File: src/rtl/amc_pkg.sv
// Shared types for the asynchronous memory controller.
// Assumes a 32-bit timing word per chip select, laid out MSB first as the struct below.
package amc_pkg;

    localparam int CFG_W = 32;
    localparam int CNT_W = 6;   // wide enough for the largest field (strobe, 63)

    typedef struct packed {
        logic       sel_strobe;  // [31]
        logic       ext_wait;    // [30]
        logic [3:0] wr_setup;    // [29:26]
        logic [5:0] wr_strobe;   // [25:20]
        logic [2:0] wr_hold;     // [19:17]
        logic [3:0] rd_setup;    // [16:13]
        logic [5:0] rd_strobe;   // [12:7]
        logic [2:0] rd_hold;     // [6:4]
        logic [1:0] turn;        // [3:2]
        logic       unused;      // [1]
        logic       wide;        // [0]
    } amc_cfg_t;

    typedef enum logic [2:0] {
        PH_IDLE   = 3'd0,
        PH_SETUP  = 3'd1,
        PH_STROBE = 3'd2,
        PH_HOLD   = 3'd3,
        PH_TURN   = 3'd4
    } amc_phase_t;

    // Reset word: all timing fields at their maximum, narrow width, options off.
    localparam amc_cfg_t CFG_RESET = '{
        sel_strobe: 1'b0, ext_wait: 1'b0,
        wr_setup: 4'hF, wr_strobe: 6'h3F, wr_hold: 3'h7,
        rd_setup: 4'hF, rd_strobe: 6'h3F, rd_hold: 3'h7,
        turn: 2'h3, unused: 1'b0, wide: 1'b0
    };

endpackage

File: src/rtl/amc_cfg_regs.sv
// Timing word file: one word per chip select, written and read through one index.
// Assumes cfg_idx stays below NUM_CS; the unused bit is forced to zero on write.
module amc_cfg_regs
    import amc_pkg::*;
#(
    parameter int NUM_CS = 4,
    localparam int CS_W = $clog2(NUM_CS)
) (
    input  logic                   clk,
    input  logic                   rst_n,
    input  logic                   wr_en,
    input  logic [CS_W-1:0]        idx,
    input  logic [CFG_W-1:0]       wdata,
    output logic [CFG_W-1:0]       rdata,
    output amc_cfg_t [NUM_CS-1:0]  cfg_all
);

    localparam logic [CFG_W-1:0] WR_MASK = ~(CFG_W'(1) << 1);

    for (genvar g = 0; g < NUM_CS; g++) begin : g_word
        // Holds the timing word of chip select g.
        always_ff @(posedge clk) begin
            if (!rst_n)
                cfg_all[g] <= CFG_RESET;
            else if (wr_en && idx == CS_W'(g))
                cfg_all[g] <= amc_cfg_t'(wdata & WR_MASK);
        end
    end

    // Read mux for the selected word.
    assign rdata = cfg_all[idx];

    p_unused_zero_r2: assert property (@(posedge clk) disable iff (!rst_n)
        rdata[1] == 1'b0);

endmodule

File: src/rtl/amc_seq.sv
// Access sequencer: accepts one host request at a time and steps through
// setup, strobe, hold and turnaround with one down counter.
// Assumes the timing word is captured when a request is accepted.
module amc_seq
    import amc_pkg::*;
#(
    parameter int NUM_CS = 4,
    parameter int ADDR_W = 28,
    parameter int DATA_W = 16,
    localparam int CS_W  = $clog2(NUM_CS),
    localparam int WIN_W = ADDR_W - CS_W,
    localparam int HALF_W = DATA_W / 2
) (
    input  logic                   clk,
    input  logic                   rst_n,
    input  amc_cfg_t [NUM_CS-1:0]  cfg_all,
    input  logic                   req_valid,
    input  logic                   req_write,
    input  logic [ADDR_W-1:0]      req_addr,
    input  logic [DATA_W-1:0]      req_wdata,
    output logic                   req_ready,
    input  logic                   mem_wait,
    input  logic [DATA_W-1:0]      mem_dq_in,
    output amc_phase_t             phase,
    output amc_cfg_t               cur_cfg,
    output logic                   cur_write,
    output logic [CS_W-1:0]        cur_cs,
    output logic [WIN_W-1:0]       cur_addr,
    output logic [DATA_W-1:0]      cur_wdata,
    output logic [DATA_W-1:0]      rdata,
    output logic                   rvalid
);

    logic [CNT_W-1:0] cnt;
    logic [CS_W-1:0]  req_cs;
    amc_cfg_t         req_cfg;
    logic             stall;
    logic             last;

    assign req_cs    = req_addr[ADDR_W-1 -: CS_W];
    assign req_cfg   = cfg_all[req_cs];
    assign req_ready = (phase == PH_IDLE);
    assign stall     = cur_cfg.ext_wait && mem_wait;
    assign last      = (cnt == '0);

    // Phase machine, phase counter and request capture.
    always_ff @(posedge clk) begin
        if (!rst_n) begin
            phase     <= PH_IDLE;
            cnt       <= '0;
            cur_cfg   <= CFG_RESET;
            cur_write <= 1'b0;
            cur_cs    <= '0;
            cur_addr  <= '0;
            cur_wdata <= '0;
            rdata     <= '0;
            rvalid    <= 1'b0;
        end else begin
            rvalid <= 1'b0;
            unique case (phase)
                PH_IDLE: begin
                    if (req_valid) begin
                        phase     <= PH_SETUP;
                        cnt       <= req_write ? CNT_W'(req_cfg.wr_setup)
                                               : CNT_W'(req_cfg.rd_setup);
                        cur_cfg   <= req_cfg;
                        cur_write <= req_write;
                        cur_cs    <= req_cs;
                        cur_addr  <= req_addr[WIN_W-1:0];
                        cur_wdata <= req_wdata;
                    end
                end
                PH_SETUP: begin
                    if (last) begin
                        phase <= PH_STROBE;
                        cnt   <= cur_write ? CNT_W'(cur_cfg.wr_strobe)
                                           : CNT_W'(cur_cfg.rd_strobe);
                    end else begin
                        cnt <= cnt - 1'b1;
                    end
                end
                PH_STROBE: begin
                    if (stall) begin
                        cnt <= cnt;
                    end else if (last) begin
                        phase <= PH_HOLD;
                        cnt   <= cur_write ? CNT_W'(cur_cfg.wr_hold)
                                           : CNT_W'(cur_cfg.rd_hold);
                        if (!cur_write) begin
                            rdata  <= cur_cfg.wide ? mem_dq_in
                                    : {{HALF_W{1'b0}}, mem_dq_in[HALF_W-1:0]};
                            rvalid <= 1'b1;
                        end
                    end else begin
                        cnt <= cnt - 1'b1;
                    end
                end
                PH_HOLD: begin
                    if (last) begin
                        phase <= PH_TURN;
                        cnt   <= CNT_W'(cur_cfg.turn);
                    end else begin
                        cnt <= cnt - 1'b1;
                    end
                end
                PH_TURN: begin
                    if (last) phase <= PH_IDLE;
                    else      cnt   <= cnt - 1'b1;
                end
                default: phase <= PH_IDLE;
            endcase
        end
    end

    p_accept_setup_r6: assert property (@(posedge clk) disable iff (!rst_n)
        (req_valid && req_ready) |=> (phase == PH_SETUP));

    p_wait_freeze_r7: assert property (@(posedge clk) disable iff (!rst_n)
        (phase == PH_STROBE && stall) |=> (phase == PH_STROBE && cnt == $past(cnt)));

    p_rvalid_read_r11: assert property (@(posedge clk) disable iff (!rst_n)
        rvalid |-> (phase == PH_HOLD && !cur_write));

    p_turn_before_idle_r6: assert property (@(posedge clk) disable iff (!rst_n)
        (phase == PH_HOLD) |=> (phase == PH_HOLD || phase == PH_TURN));

endmodule

File: src/rtl/amc_pins.sv
// Pin decoder: turns the sequencer phase and captured request into the
// external strobes, address and data bus drive.
// Assumes outputs decode straight from registered state (one gate level).
module amc_pins
    import amc_pkg::*;
#(
    parameter int NUM_CS = 4,
    parameter int WIN_W  = 26,
    parameter int DATA_W = 16,
    localparam int CS_W  = $clog2(NUM_CS),
    localparam int HALF_W = DATA_W / 2
) (
    input  logic               clk,
    input  logic               rst_n,
    input  amc_phase_t         phase,
    input  amc_cfg_t           cur_cfg,
    input  logic               cur_write,
    input  logic [CS_W-1:0]    cur_cs,
    input  logic [WIN_W-1:0]   cur_addr,
    input  logic [DATA_W-1:0]  cur_wdata,
    output logic [NUM_CS-1:0]  mem_ce_n,
    output logic               mem_oe_n,
    output logic               mem_we_n,
    output logic [WIN_W-1:0]   mem_addr,
    output logic [DATA_W-1:0]  mem_dq_out,
    output logic               mem_dq_oe
);

    logic in_access;
    logic in_strobe;
    logic ce_on;

    assign in_access = (phase == PH_SETUP) || (phase == PH_STROBE) || (phase == PH_HOLD);
    assign in_strobe = (phase == PH_STROBE);
    assign ce_on     = cur_cfg.sel_strobe ? in_strobe : in_access;

    for (genvar g = 0; g < NUM_CS; g++) begin : g_ce
        // Chip enable g is low only while its chip select owns the access.
        assign mem_ce_n[g] = !(ce_on && cur_cs == CS_W'(g));
    end

    // Strobes, bus enable, and width-dependent address and data shaping.
    always_comb begin
        mem_oe_n   = !(in_strobe && !cur_write);
        mem_we_n   = !(in_strobe && cur_write);
        mem_dq_oe  = in_access && cur_write;
        mem_addr   = cur_cfg.wide ? {1'b0, cur_addr[WIN_W-1:1]} : cur_addr;
        mem_dq_out = cur_cfg.wide ? cur_wdata
                   : {{HALF_W{1'b0}}, cur_wdata[HALF_W-1:0]};
    end

    p_single_ce_r3: assert property (@(posedge clk) disable iff (!rst_n)
        $countones(~mem_ce_n) <= 1);

    p_oe_we_apart_r4: assert property (@(posedge clk) disable iff (!rst_n)
        !(!mem_oe_n && !mem_we_n));

    p_no_drive_on_read_r9: assert property (@(posedge clk) disable iff (!rst_n)
        mem_dq_oe |-> mem_oe_n);

    p_ss_ce_in_strobe_r8: assert property (@(posedge clk) disable iff (!rst_n)
        (cur_cfg.sel_strobe && mem_ce_n != '1) |-> (!mem_oe_n || !mem_we_n));

endmodule

File: src/rtl/asyncmem_ctrl.sv
// Top of the asynchronous external memory controller: timing word file,
// access sequencer and pin decoder.
// Assumes one outstanding host request; host_ready low means busy.
module asyncmem_ctrl
    import amc_pkg::*;
#(
    parameter int NUM_CS = 4,
    parameter int ADDR_W = 28,
    parameter int DATA_W = 16,
    localparam int CS_W  = $clog2(NUM_CS),
    localparam int WIN_W = ADDR_W - CS_W
) (
    input  logic               clk,
    input  logic               rst_n,
    input  logic               cfg_we,
    input  logic [CS_W-1:0]    cfg_idx,
    input  logic [CFG_W-1:0]   cfg_wdata,
    output logic [CFG_W-1:0]   cfg_rdata,
    input  logic               host_valid,
    output logic               host_ready,
    input  logic               host_write,
    input  logic [ADDR_W-1:0]  host_addr,
    input  logic [DATA_W-1:0]  host_wdata,
    output logic [DATA_W-1:0]  host_rdata,
    output logic               host_rvalid,
    output logic [NUM_CS-1:0]  mem_ce_n,
    output logic               mem_oe_n,
    output logic               mem_we_n,
    output logic [WIN_W-1:0]   mem_addr,
    output logic [DATA_W-1:0]  mem_dq_out,
    output logic               mem_dq_oe,
    input  logic [DATA_W-1:0]  mem_dq_in,
    input  logic               mem_wait
);

    amc_cfg_t [NUM_CS-1:0] cfg_all;
    amc_phase_t            phase;
    amc_cfg_t              cur_cfg;
    logic                  cur_write;
    logic [CS_W-1:0]       cur_cs;
    logic [WIN_W-1:0]      cur_addr;
    logic [DATA_W-1:0]     cur_wdata;

    amc_cfg_regs #(.NUM_CS(NUM_CS)) u_regs (
        .clk     (clk),
        .rst_n   (rst_n),
        .wr_en   (cfg_we),
        .idx     (cfg_idx),
        .wdata   (cfg_wdata),
        .rdata   (cfg_rdata),
        .cfg_all (cfg_all)
    );

    amc_seq #(.NUM_CS(NUM_CS), .ADDR_W(ADDR_W), .DATA_W(DATA_W)) u_seq (
        .clk       (clk),
        .rst_n     (rst_n),
        .cfg_all   (cfg_all),
        .req_valid (host_valid),
        .req_write (host_write),
        .req_addr  (host_addr),
        .req_wdata (host_wdata),
        .req_ready (host_ready),
        .mem_wait  (mem_wait),
        .mem_dq_in (mem_dq_in),
        .phase     (phase),
        .cur_cfg   (cur_cfg),
        .cur_write (cur_write),
        .cur_cs    (cur_cs),
        .cur_addr  (cur_addr),
        .cur_wdata (cur_wdata),
        .rdata     (host_rdata),
        .rvalid    (host_rvalid)
    );

    amc_pins #(.NUM_CS(NUM_CS), .WIN_W(WIN_W), .DATA_W(DATA_W)) u_pins (
        .clk        (clk),
        .rst_n      (rst_n),
        .phase      (phase),
        .cur_cfg    (cur_cfg),
        .cur_write  (cur_write),
        .cur_cs     (cur_cs),
        .cur_addr   (cur_addr),
        .cur_wdata  (cur_wdata),
        .mem_ce_n   (mem_ce_n),
        .mem_oe_n   (mem_oe_n),
        .mem_we_n   (mem_we_n),
        .mem_addr   (mem_addr),
        .mem_dq_out (mem_dq_out),
        .mem_dq_oe  (mem_dq_oe)
    );

endmodule

File: config.mk
export PLATFORM = sky130hd
export DESIGN_NAME = asyncmem_ctrl
export DESIGN_NICKNAME = d
export VERILOG_FILES = /design/src/rtl/amc_pkg.sv /design/src/rtl/amc_cfg_regs.sv /design/src/rtl/amc_seq.sv /design/src/rtl/amc_pins.sv /design/src/rtl/asyncmem_ctrl.sv
export SDC_FILE = /design/constraint.sdc
export NUM_CORES = 1
export LEC_CHECK = 0
export BUFFER_PORTS_ARGS = -buffer_cell sky130_fd_sc_hd__buf_2
export CORE_AREA = 2 2 158 160
export DETAILED_ROUTE_END_ITERATION = 8
export DIE_AREA = 0 0 160 162
export SYNTH_ARGS = -nofsm -noshare
export SYNTH_HDL_FRONTEND = slang
export SYNTH_SLANG_ARGS = --single-unit
File: constraint.sdc
create_clock -name clk -period 4.1 [get_ports clk]
set_input_delay 0.82 -clock clk [delete_from_list [all_inputs] [get_ports clk]]
set_output_delay 0.82 -clock clk [all_outputs]
set_load 0.01 [all_outputs]
# Word level (Yosys, flattened, before mapping)
# Cells that the tools add are included.
# Widths: inputs -> output; s select.
# totals
reg_bits,218
word_cells,138
# classes
n_eq_ne,17
n_addsub,1
n_lt_le_gt_ge,2
n_reduce_logical,31
mux,26
bitwise,5
# ops
cell,count
$bmux 32 s2,2
$mux 32,2
$mux 6,7
$mux 16,2
$pmux 6 s5,1
$mux 26,1
$mux 3,7
$pmux 3 s5,1
$logic_and 1x1->1,12
$ne 2x2->1 const B,6
$eq 2x2->1 const B,4
$reduce_and 4->1,2
$logic_not 1->1,7
$eq 3x2->1 const B,2
$logic_not 6->1,1
$lt 2x3->1 const B,2
$reduce_and 6->1,1
$sub 6x1->6 const B,1
$not 1->1,5
$reduce_bool 5->1,1
$eq 2x1->1 const B,2
$logic_not 2->1,2
$mux 4,1
$reduce_or 4->1,1
other kinds (7),9

# Longest topological paths before layout
# logic_depth
ltp_word,6
mapped_depth,8
mapped_depth_nobuf,7

# By module
# Synthesis repeated with hierarchy kept, for this count alone.
# unflattened
hier_cells,1109
area_unflattened_um2,11397.2
# modules_own_cells
mod,area_each_um2,cells_per_inst,n_inst
amc_cfg_regs,5660.4,484,1
amc_seq,5123.7,569,1
amc_pins,613.1,56,1

# Worst setup path before layout
# Ideal clock, no wire load.
# synth_path
path_type,input -> output
start,input port cfg_idx[0]
end,output port cfg_rdata[0]
path_stages,3
arrival_time_ps,1970
setup_slack_ps,1310
path_cell_list,clkbuf_1 -> buf_2 -> mux4_2
# synth_between
elab_chain_len,2
# synth_lines
item,line,source
from (decl),asyncmem_ctrl.sv:16,"input logic [CS_W-1:0] cfg_idx,"
$bmux 32 s2,amc_cfg_regs.sv:31,assign rdata = cfg_all[idx];
$mux 32 (implied by the code),amc_cfg_regs.sv:31,
to (decl),asyncmem_ctrl.sv:18,"output logic [CFG_W-1:0] cfg_rdata,"
# No other way between the ends. The select of a mux whose other input is x is not followed.

# Worst setup path after layout
# layout_path
start,register u_seq.phase[1]
end,output port mem_ce_n[0]
# layout_between
elab_chain_len,6
# layout_lines
item,line,source
from (decl),amc_seq.sv:24,"output amc_phase_t phase,"
from (signal assigned),amc_seq.sv:49,phase <= PH_IDLE;
from (signal assigned),amc_seq.sv:63,phase <= PH_SETUP;
from (signal assigned),amc_seq.sv:75,phase <= PH_STROBE;
$eq 3x1->1 or $eq 3x2->1 (tied branches),"amc_pins.sv:33, amc_pins.sv:34",
$logic_or 1x1->1 (2 in a row),amc_pins.sv:33,assign in_access = (phase == PH_SETUP) || (phase == PH_STROBE) || (phase == PH_HOLD);
$mux 1 *,amc_pins.sv:35,assign ce_on = cur_cfg.sel_strobe ? in_strobe : in_access;
$logic_and 1x1->1 *,amc_pins.sv:39,assign mem_ce_n[g] = !(ce_on && cur_cs == CS_W'(g));
$logic_not 1->1 *,amc_pins.sv:39,
to (decl),asyncmem_ctrl.sv:26,"output logic [NUM_CS-1:0] mem_ce_n,"
# Mark *: on every way between the ends. The rest lies on a longest branch, timed or not.

==> reports/qor.yml <==
clock_network:
  cts-resized-gates: 0
  cts_max_path_buffers: 3
  cts_hold_buf: 0
  clk_latency_ns: 0.51
  cts-root-buf: "clkbuf_16"
  cts_tree: "yes"
  htree_num_levels: 1
  clk_pin_slew_ns: 0.06
  clock-sinks: 218
  cts_setup_buffers: 0
  cts_buffers: 25
synthesis:
  synth_ff_type: "dfxtp_1"
  syn_avg_cell_area_um2: 8.73
  synthArstFlopShare_pct: 0
  yosysMostFrequentCell: "nand2_1"
  synth_warnings: 0
  ys_types: 60
  synthDominantCellAreaShare_pct: 42.5
  syn_nets: 1279
  synthTopCellsByCount: "423 x nand2_1, 218 x dfxtp_1, 149 x nand3_1"
  synthCells: 1178
  synth_area_um2: 10300
  yosys-top-cells-area: "dfxtp_1 42%, nand2_1 15%, mux4_2 14%, nand3_1 7.3%, a21boi_0 4.8%"
  yosys.area.top_type: "dfxtp_1"
  ys_seq_elements: 218
  synth_edf_count: 0
  ys_seq_area_share_pct: 42.5
timing:
  clock_skew_ns: 0.00760
  fin_crit_ns: 3.54
  worst_pin_slew_ns: 1.18
  hold_violations: 0
  setup_viol: 0
  holdWs_ns: 0.450
  fmax_ghz: 0.283
  finalCritPeriodShare_pct: 86.3
  finalSetupTns_ns: 0
  rsz0062_at_grt: "false"
  slew_headroom_pct: 21.5
  slew_violations: 0
route:
  drc: 0
  vias_per_cell: 5.31
  dr.first_iter.drc_count: 747
  vias: 8829
  routedWlPerCell_um: 17.5
  totalWireLength_um: 29100
  firstDrtPassIters: 5
  drtAntennaViolNets: 0
run_status:
  status: "complete, no violations"
placement:
  routabilityCongestion: 0.901
  port_buffers: 196
  hpwl_um: 19100
die:
  io_pins: 199
  fp.dieW_um: 160
  die_area_um2: 25900
  dieHeight_um: 162
  rows: 57
  start_util_pct: 42.6
  core_area_um2: 24100
cells_and_area:
  syn_to_final_growth_pct: 19.0
  nets: 1418
  final_core_util_pct: 50.7
  layout-drive-gt1-share_pct: 27.9
worst_setup_path:
  critPathArrivalTime_ns: 2.72
  critical_path_class: "reg2out"
  r2r_setup_slack_ns: 1.68
  crit_path_start_kind: "register"
  critPathCaptureType: "primary output"
  worstPathRequired_ns: 3.28
  crit_fanout: 16
global_route:
  antenna_found_initial: 5
  track_usage_pct: 22.2
  grt_pass1_wl_um: 46400
  grt_pass1_vias: 8579
  global_route.overflow_total: 0
  grt_max_degree: 114
power:
  p_leak_uw: 0.00522
  pwr-share-seq_pct: 42.0
  clkPwrFrac_pct: 36.9
  comb_power_share_pct: 21.1
  p_sw_share_pct: 30.2
  ir_worst_vdd_mv: 0.284
  power.density_nw_per_um2: 482
  p_int_uw: 4110
  switching_power_uw: 1780
min_path:
  hold_class: "reg2reg"
job:
  max-cap-violations: 0
cells in the final DEF, fill, tap and decap left out, types with 3 or more instances in the layout:
master,n
nand2_1,422
dfxtp_1,217
buf_2,195
nand3_1,149
a21boi_0,66
mux4_2,62
mux2_2,34
clkbuf_16,25
buf_4,20
and2_1,10
a21boi_1,10
a21oi_1,8
nor2_1,7
o21ai_0,7
clkinv_2,7
nor3_1,6
clkbuf_8,6
diode_2,4
inv_1,4
nand3b_1,4
nor2b_1,4
clkbuf_1,4
and3_1,3
o211ai_1,3
nand4_1,3
xnor2_1,3
mux2i_1,3
buf_12,3
worst paths after layout:
check,start,endpoint,depth (start not counted)
max,u_seq.phase[1],mem_ce_n[0],5
min,u_seq.rdata[13],u_seq.rdata[13],2
max reg2reg,u_seq.cnt[2],u_seq.rdata[0],5
min reg2reg,u_seq.rdata[13],u_seq.rdata[13],2
critical path, cell delays in order, from the launching register on:
cell and delay, ns:
dfxtp_1 0.66, nor2_1 0.24, or2_2 0.38, a21oi_1 0.28, or3b_2 0.48, buf_2 0.16
layout make-up:
cell class / instances / area, µm²
well taps: 324 / 405
repair buffers: 219 / 1200
flip-flops and latches: 218 / 4370
inverters: 4 / 15.0
clock inverters: 10 / 81.3
clock buffers: 35 / 723
multi-input cells: 849 / 5430
diodes: 4 / 10.0
fillers: 2358 / 11900
registers in the layout, indices dropped and copies added (netlist names):
name,cells
u_seq.cur_wdata,16
u_seq.rdata,16
u_seq.rvalid,1
u_seq.cur_write,1
u_seq.cur_cfg,23
u_seq.cur_addr,26
u_seq.cnt,6
u_regs.cfg_all,124
u_seq.cur_cs,2
u_seq.phase,3
routing by layer:
| metal | global-route usage, % | up-vias | wire length [µm] |
|---|---|---|---|
| met4 | 5.36 | 2 | 459 |
| met5 | 0 | - | 13 |
| met3 | 3.86 | 38 | 2010 |
| met2 | 37.2 | 275 | 13800 |
| met1 | 29.9 | 4215 | 12900 |
| li1 | - | 4299 | - |
power by group through the flow:
stage / sequential [µW] / clock [µW] / combinational, µW
6_report: 2470 / 2180 / 1240
5_1_grt: 2500 / 2320 / 1380
4_1_cts: 2470 / 2220 / 1250
3_5_place_dp: 2510 / 0 / 1240
3_3_place_gp: 2510 / 0 / 1230
2_1_floorplan: 2450 / 0 / 931
logic make-up (layout without fill, tap and decap cells):
group | Yosys count | in the layout | share of synthesized area, %
simple gates | 631 | 631 | 26.6
compound gates | 113 | 113 | 8.02
other cells | 1 | 5 | 0.0365
fa+ha+maj | 1 | 1 | 0.122
flops | 218 | 218 | 42.5
buf+inv | 111 | 268 | 4.80
xor+xnor | 4 | 4 | 0.341
mux | 99 | 99 | 17.6
metrics by stage:
stage | instances | power (µW) | setup slack [ns] | instance area [µm²]
3_5_place_dp | 1614 | 3750 | 0.928 | 11400
4_1_cts | 1659 | 5940 | 0.604 | 12200
5_1_grt | 1662 | 6200 | 0.405 | 12200
6_report | 1663 | 5890 | 0.560 | 12200
2_1_floorplan | 1178 | 3380 | 1.31 | 10300
3_3_place_gp | 1614 | 3740 | 0.927 | 11400
No activity file was read; power rests on OpenSTA's default activity.
